==> src/rtl/rms_pkg.sv <==
package rms_pkg;

  typedef enum logic [1:0] {
    SHIFT_NONE = 2'd0,
    SHIFT_L1   = 2'd1,
    SHIFT_L4   = 2'd2,
    SHIFT_R6   = 2'd3
  } shiftMode_e;

  // strobes from the sequencer to the datapath
  typedef struct packed {
    logic step;      // one multiply-accumulate step this cycle
    logic clrFlags;  // accepted start: clear sticky overflow
  } rmsCtrl_t;

endpackage

==> src/rtl/rms_ctrl.sv <==
module rms_ctrl #(
  parameter int ADDR_W = 16,
  parameter int CNT_W  = 8
) (
  input  logic                clk,
  input  logic                rst_n,
  input  logic                start,
  input  logic [CNT_W-1:0]    repCount,
  input  logic [ADDR_W-1:0]   startAddr,
  input  logic                dataValid,
  output rms_pkg::rmsCtrl_t   ctrl,
  output logic [ADDR_W-1:0]   coefAddr,
  output logic                busy
);

  logic [ADDR_W-1:0] fetchAddr;
  logic [ADDR_W-1:0] savedAddr;
  logic [CNT_W-1:0]  repCnt;
  logic              busyR;
  logic              coefRdy;
  logic              stepNow;
  logic              lastStep;
  logic              accept;

  assign accept   = start & ~busyR;
  assign stepNow  = busyR & coefRdy & dataValid;
  assign lastStep = stepNow & (repCnt == '0);

  always_comb begin
    ctrl          = '0;
    ctrl.step     = stepNow;
    ctrl.clrFlags = accept;
  end

  always_ff @(posedge clk or negedge rst_n) begin
    if (!rst_n) begin
      fetchAddr <= '0;
      savedAddr <= '0;
      repCnt    <= '0;
      busyR     <= 1'b0;
      coefRdy   <= 1'b0;
    end else if (accept) begin
      savedAddr <= fetchAddr;
      fetchAddr <= startAddr;
      repCnt    <= repCount;
      busyR     <= 1'b1;
      coefRdy   <= 1'b0;
    end else if (stepNow) begin
      coefRdy <= 1'b0;
      if (repCnt != '0) begin
        fetchAddr <= fetchAddr + ADDR_W'(1);
        repCnt    <= repCnt - CNT_W'(1);
      end else begin
        fetchAddr <= savedAddr;
        busyR     <= 1'b0;
      end
    end else if (busyR) begin
      coefRdy <= 1'b1;
    end
  end

  assign coefAddr = fetchAddr;
  assign busy     = busyR;

  assert_load_R5: assert property (@(posedge clk) disable iff (!rst_n)
    (start && !busyR) |=> (busyR && fetchAddr == $past(startAddr)));

  assert_restore_R5: assert property (@(posedge clk) disable iff (!rst_n)
    lastStep |=> (!busyR && fetchAddr == $past(savedAddr)));

  assert_incr_R4: assert property (@(posedge clk) disable iff (!rst_n)
    (stepNow && repCnt != '0) |=>
      (fetchAddr == $past(fetchAddr) + ADDR_W'(1) && repCnt == $past(repCnt) - CNT_W'(1)));

  assert_ignore_start_R8: assert property (@(posedge clk) disable iff (!rst_n)
    (busyR && start && !stepNow) |=> ($stable(fetchAddr) && $stable(repCnt)));

  assert_step_gap_R9: assert property (@(posedge clk) disable iff (!rst_n)
    stepNow |=> !stepNow);

endmodule

==> src/rtl/rms_datapath.sv <==
module rms_datapath #(
  parameter int DATA_W = 16
) (
  input  logic                  clk,
  input  logic                  rst_n,
  input  rms_pkg::rmsCtrl_t     ctrl,
  input  logic [1:0]            shiftMode,
  input  logic                  ovfMode,
  input  logic [DATA_W-1:0]     dataIn,
  input  logic [DATA_W-1:0]     coefData,
  output logic [2*DATA_W-1:0]   acc,
  output logic [2*DATA_W-1:0]   prod,
  output logic [DATA_W-1:0]     tReg,
  output logic                  carry,
  output logic                  ovf
);
  import rms_pkg::*;

  localparam int PROD_W = 2 * DATA_W;

  logic [PROD_W-1:0]        addend;
  logic [PROD_W:0]          sumWide;
  logic [PROD_W-1:0]        sumW;
  logic                     ovfNow;
  logic [PROD_W-1:0]        satVal;
  logic [PROD_W-1:0]        accNext;
  logic signed [PROD_W-1:0] dataS;
  logic signed [PROD_W-1:0] coefS;
  logic signed [PROD_W-1:0] mulRes;

  always_comb begin
    case (shiftMode_e'(shiftMode))
      SHIFT_NONE: addend = prod;
      SHIFT_L1:   addend = prod << 1;
      SHIFT_L4:   addend = prod << 4;
      default:    addend = $signed(prod) >>> 6;
    endcase
  end

  assign sumWide = {1'b0, acc} + {1'b0, addend};
  assign sumW    = sumWide[PROD_W-1:0];
  assign ovfNow  = (acc[PROD_W-1] == addend[PROD_W-1]) && (sumW[PROD_W-1] != acc[PROD_W-1]);
  assign satVal  = acc[PROD_W-1] ? {1'b1, {(PROD_W-1){1'b0}}} : {1'b0, {(PROD_W-1){1'b1}}};
  assign accNext = (ovfNow && ovfMode) ? satVal : sumW;

  assign dataS  = PROD_W'($signed(dataIn));
  assign coefS  = PROD_W'($signed(coefData));
  assign mulRes = dataS * coefS;

  always_ff @(posedge clk or negedge rst_n) begin
    if (!rst_n) begin
      acc   <= '0;
      prod  <= '0;
      tReg  <= '0;
      carry <= 1'b0;
      ovf   <= 1'b0;
    end else begin
      if (ctrl.step) begin
        acc   <= accNext;
        prod  <= mulRes;
        tReg  <= dataIn;
        carry <= sumWide[PROD_W];
      end
      if (ctrl.clrFlags)
        ovf <= 1'b0;
      else if (ctrl.step && ovfNow)
        ovf <= 1'b1;
    end
  end

  assert_treg_R2: assert property (@(posedge clk) disable iff (!rst_n)
    ctrl.step |=> (tReg == $past(dataIn)));

  assert_ovf_sticky_R7: assert property (@(posedge clk) disable iff (!rst_n)
    (ovf && !ctrl.clrFlags) |=> ovf);

  assert_idle_hold_R10: assert property (@(posedge clk) disable iff (!rst_n)
    !ctrl.step |=> ($stable(acc) && $stable(prod) && $stable(tReg)));

endmodule

==> src/rtl/rep_mac_seq.sv <==
module rep_mac_seq #(
  parameter int DATA_W = 16,
  parameter int ADDR_W = 16,
  parameter int CNT_W  = 8
) (
  input  logic                 clk,
  input  logic                 rst_n,
  input  logic                 start,
  input  logic [CNT_W-1:0]     repCount,
  input  logic [ADDR_W-1:0]    startAddr,
  input  logic [1:0]           shiftMode,
  input  logic                 ovfMode,
  input  logic [DATA_W-1:0]    dataIn,
  input  logic                 dataValid,
  input  logic [DATA_W-1:0]    coefData,
  output logic [ADDR_W-1:0]    coefAddr,
  output logic                 busy,
  output logic [2*DATA_W-1:0]  acc,
  output logic [2*DATA_W-1:0]  prod,
  output logic [DATA_W-1:0]    tReg,
  output logic                 carry,
  output logic                 ovf
);

  rms_pkg::rmsCtrl_t ctrl;

  rms_ctrl #(.ADDR_W(ADDR_W), .CNT_W(CNT_W)) ctrl_i (
    .clk       (clk),
    .rst_n     (rst_n),
    .start     (start),
    .repCount  (repCount),
    .startAddr (startAddr),
    .dataValid (dataValid),
    .ctrl      (ctrl),
    .coefAddr  (coefAddr),
    .busy      (busy)
  );

  rms_datapath #(.DATA_W(DATA_W)) dp_i (
    .clk       (clk),
    .rst_n     (rst_n),
    .ctrl      (ctrl),
    .shiftMode (shiftMode),
    .ovfMode   (ovfMode),
    .dataIn    (dataIn),
    .coefData  (coefData),
    .acc       (acc),
    .prod      (prod),
    .tReg      (tReg),
    .carry     (carry),
    .ovf       (ovf)
  );

endmodule

==> config.mk <==
export PLATFORM = sky130hd
export DESIGN_NAME = rep_mac_seq
export DESIGN_NICKNAME = d
export VERILOG_FILES = /design/src/rtl/rms_pkg.sv /design/src/rtl/rms_ctrl.sv /design/src/rtl/rms_datapath.sv /design/src/rtl/rep_mac_seq.sv
export SDC_FILE = /design/constraint.sdc
export NUM_CORES = 1
export LEC_CHECK = 0
export BUFFER_PORTS_ARGS = -buffer_cell sky130_fd_sc_hd__buf_2
export CAP_MARGIN = 15
export CORE_UTILIZATION = 60
export CTS_CLUSTER_SIZE = 30
export DETAILED_ROUTE_END_ITERATION = 6
export PLACE_DENSITY_LB_ADDON = 0.2
export SLEW_MARGIN = 10
export SYNTH_ARGS = -nofsm -noshare
export SYNTH_HDL_FRONTEND = slang
export SYNTH_SLANG_ARGS = --single-unit
==> constraint.sdc <==
create_clock -name clk -period 7.4 [get_ports clk]
set_clock_uncertainty 0.05 [all_clocks]
set_input_delay 0.74 -clock clk [delete_from_list [all_inputs] [get_ports clk]]
set_output_delay 0.74 -clock clk [all_outputs]
set_load 0.01 [all_outputs]
==> impl_metrics.json <==
{
  "fmax_ghz": 0.158,
  "drc": 0,
  "antenna_found_initial": 0,
  "antenna_cells": 0,
  "slew_violations": 0,
  "grt_pass1_wl_mm": 72.6,
  "synth_nets": 2384,
  "drive_gt1_share_pct": 12.2,
  "cts_resized": 0,
  "cp_max_fo": 17,
  "synthTopCellsByArea": "fa_1 30%, dfrtp_1 18%, ha_1 8.2%",
  "synth_common_cells": "327 x inv_1, 308 x nand2_1, 263 x fa_1",
  "synth_edf_count": 0,
  "core-area_sq_um": 28800,
  "finalHoldViolCount": 0,
  "clkTransAtPathRegs_ns": 0.06,
  "numCtsBuffers": 17,
  "cp_data_required_time_ns": 7.70,
  "synthCells": 1942,
  "synth-seq-cells": 124,
  "cts_tree": "built",
  "drt_iter0_markers": 1287,
  "synth.largest_area_cell": "fa_1",
  "die_y_um": 173,
  "wl_mm": 43.8,
  "die_w_um": 173,
  "synth_area_sq_um": 17600,
  "cts_root_buffer": "clkbuf_16",
  "io_buffers": 161,
  "period_minus_slack_ns": 6.31,
  "globalRouteOverflowTotal": 0,
  "worst_slew_pin_slew_ns": 1.08,
  "yosysMostFrequentCell": "inv_1",
  "start_util_pct": 61.3,
  "cts_max_level": 4,
  "grt_max_degree": 112,
  "async_flop_share_pct": 100,
  "netlist.area_leader.share_pct": 29.8,
  "detail_route.first_pass.iterations": 5,
  "wl_per_cell_um": 17.9,
  "synth_top_flop_cell": "dfrtp_1",
  "drv_cap": 0,
  "yosysUniqueCellTypes": 77,
  "max_slew_margin_pct": 27.7,
  "cts_hold_buf": 0,
  "syn_to_final_growth_pct": 9.61,
  "place_congestion": 0.930,
  "cts_buffer_depth": 2,
  "finalNetCount": 2488,
  "hp-class": "input port to asynchronous set/reset pin",
  "rows": 62,
  "slowest_delay_ns": 0.72,
  "num_io_pins": 162,
  "setup_tns_ns": 0,
  "syn_area_per_cell_sq_um": 9.09,
  "ant_nets": 0,
  "vias": 13990,
  "postCtsSetupBuffers": 0,
  "n_fill_cell": 2382,
  "synth_seq_area_share_pct": 17.6,
  "crit_arrival_ns": 6.62,
  "place_hpwl_mm": 33.8,
  "worst-setup-path-type": "input port to flip-flop",
  "outcome": "finished clean",
  "dieArea_sq_um": 30100,
  "grt_pass1_vias": 14326,
  "endpoint_kind": "flip-flop",
  "rsz0062_at_grt": "false",
  "fin_crit_sh_pct": 85.3,
  "drt-vias-per-instance": 5.73,
  "finalSetupViolations": 0,
  "crit_path_top_delay_cell": "fa_1",
  "crit_chain": "buf_2 > nand2_1 > fa_1 > inv_1 > fa_1 > inv_1 > fa_1 > fa_1 > inv_1 > fa_1 > inv_1 > fa_1 > inv_1 > ha_1 > nand2_1 > inv_1 > o2111ai_1 > a41oi_1 > o211ai_1 > a21o_1 > a31oi_1",
  "yosys_warnings": 0,
  "cts_sinks": 124,
  "worst_setup_path_start_kind": "input port",
  "clock_latency_ns": 0.44,
  "startpoint": "dataIn[15]",
  "r2r-start": "dp_i.prod[18]$_DFFE_PN0P_",
  "grt.total_usage_pct": 30.3
}
[placed cells by master, fill, tap and decap left out, types with 9 or more instances in the layout]
cell type and instances:
a21o_1 20, mux4_2 27, o21a_1 12, o21bai_1 9
and2_1 126, and3_1 12, buf_2 160, nand3_1 24
dfrtp_1 124, a21oi_1 61, ha_1 116, o21ai_0 71
nor3_1 20, xor2_1 19, fa_1 263, inv_1 327
nand2_1 308, clkbuf_16 17, a31oi_1 20, a221o_1 33
nor2_1 83, buf_4 11, xnor2_1 39, nand2b_1 9
a211oi_1 17
[flip-flops by register name, indices dropped and copies added, names as in the netlist]
signal	flops
ctrl_i.busy	1
dp_i.acc	32
ctrl_i.repCnt	8
ctrl_i.coefRdy	1
dp_i.tReg	16
dp_i.prod	32
ctrl_i.savedAddr	16
dp_i.carry	1
ctrl_i.coefAddr	16
dp_i.ovf	1
[path summary, 6_finish.rpt]
check                           cells past startpoint                          endpoint  slack (ns)
worst min register to register                      2  ctrl_i.savedAddr[15]$_DFFE_PN0P_        0.42
max in group asynchronous                           2         dp_i.prod[13]$_DFFE_PN0P_        5.62
worst max register to register                     11          dp_i.acc[12]$_DFFE_PN0P_        3.73
min in group clk                                    2  ctrl_i.savedAddr[15]$_DFFE_PN0P_        0.42
worst max-delay path                               21         dp_i.prod[31]$_DFFE_PN0P_        1.09
worst min-delay path                                1  ctrl_i.savedAddr[12]$_DFFE_PN0P_        0.25
[final cells by class]
type                    count  area [sq um]  area share [%]
clock buffers              20           457            2.36
clock inverters            12           210            1.09
inverters                 327          1230            6.35
multi-input cells        1405         13000            67.1
flip-flops and latches    124          3100            16.0
well taps                 384           480            2.48
repair buffers            171           883            4.57
[critical path: cells and delay by family]
kind	cells	cell delay, ns
buffers and inverters	7	0.87
AOI/OAI and AO/OA	5	1.09
and+or+nand+nor	2	0.28
adders and majority gates	7	3.62
[kinds of logic (layout without fill, tap and decap cells)]
logic type / Yosys count / in the layout / share of synthesized area (%)
and+or+nand+nor: 624 / 624 / 16.4
buffers and inverters: 413 / 530 / 8.96
adders and majority gates: 379 / 379 / 38.1
AOI/OAI and AO/OA: 311 / 311 / 12.3
DFF: 124 / 124 / 17.6
xor gates and xnor gates: 58 / 58 / 2.88
muxes: 33 / 33 / 3.79
[per-layer routing]
| metal | vias to the layer above | track usage [%] | routed length (um) |
|---|---|---|---|
| li1 | 6495 | - | - |
| met1 | 6909 | 43.4 | 19800 |
| met2 | 530 | 47.9 | 20300 |
| met3 | 56 | 4.91 | 3170 |
| met4 | 0 | 8.37 | 609 |
| met5 | - | 0 | 0 |
[through the flow]
stage	std cells	area (sq um)	setup slack [ns]	util (%)	hold WS (ns)
6_report	2443	19300	1.09	67.2	0.249
5_1_grt	2443	19300	0.768	67.2	0.290
4_1_cts	2443	19300	1.13	67.2	0.268
3_5_place_dp	2411	18700	0.682	64.9	0.407
3_3_place_gp	2411	18700	0.813	64.9	0.400
2_1_floorplan	1942	17600	1.11	-	0.383
Power is left out: the tool's default activity adds up to more than one toggle a clock period on the data nets, which glitch-free logic cannot reach.
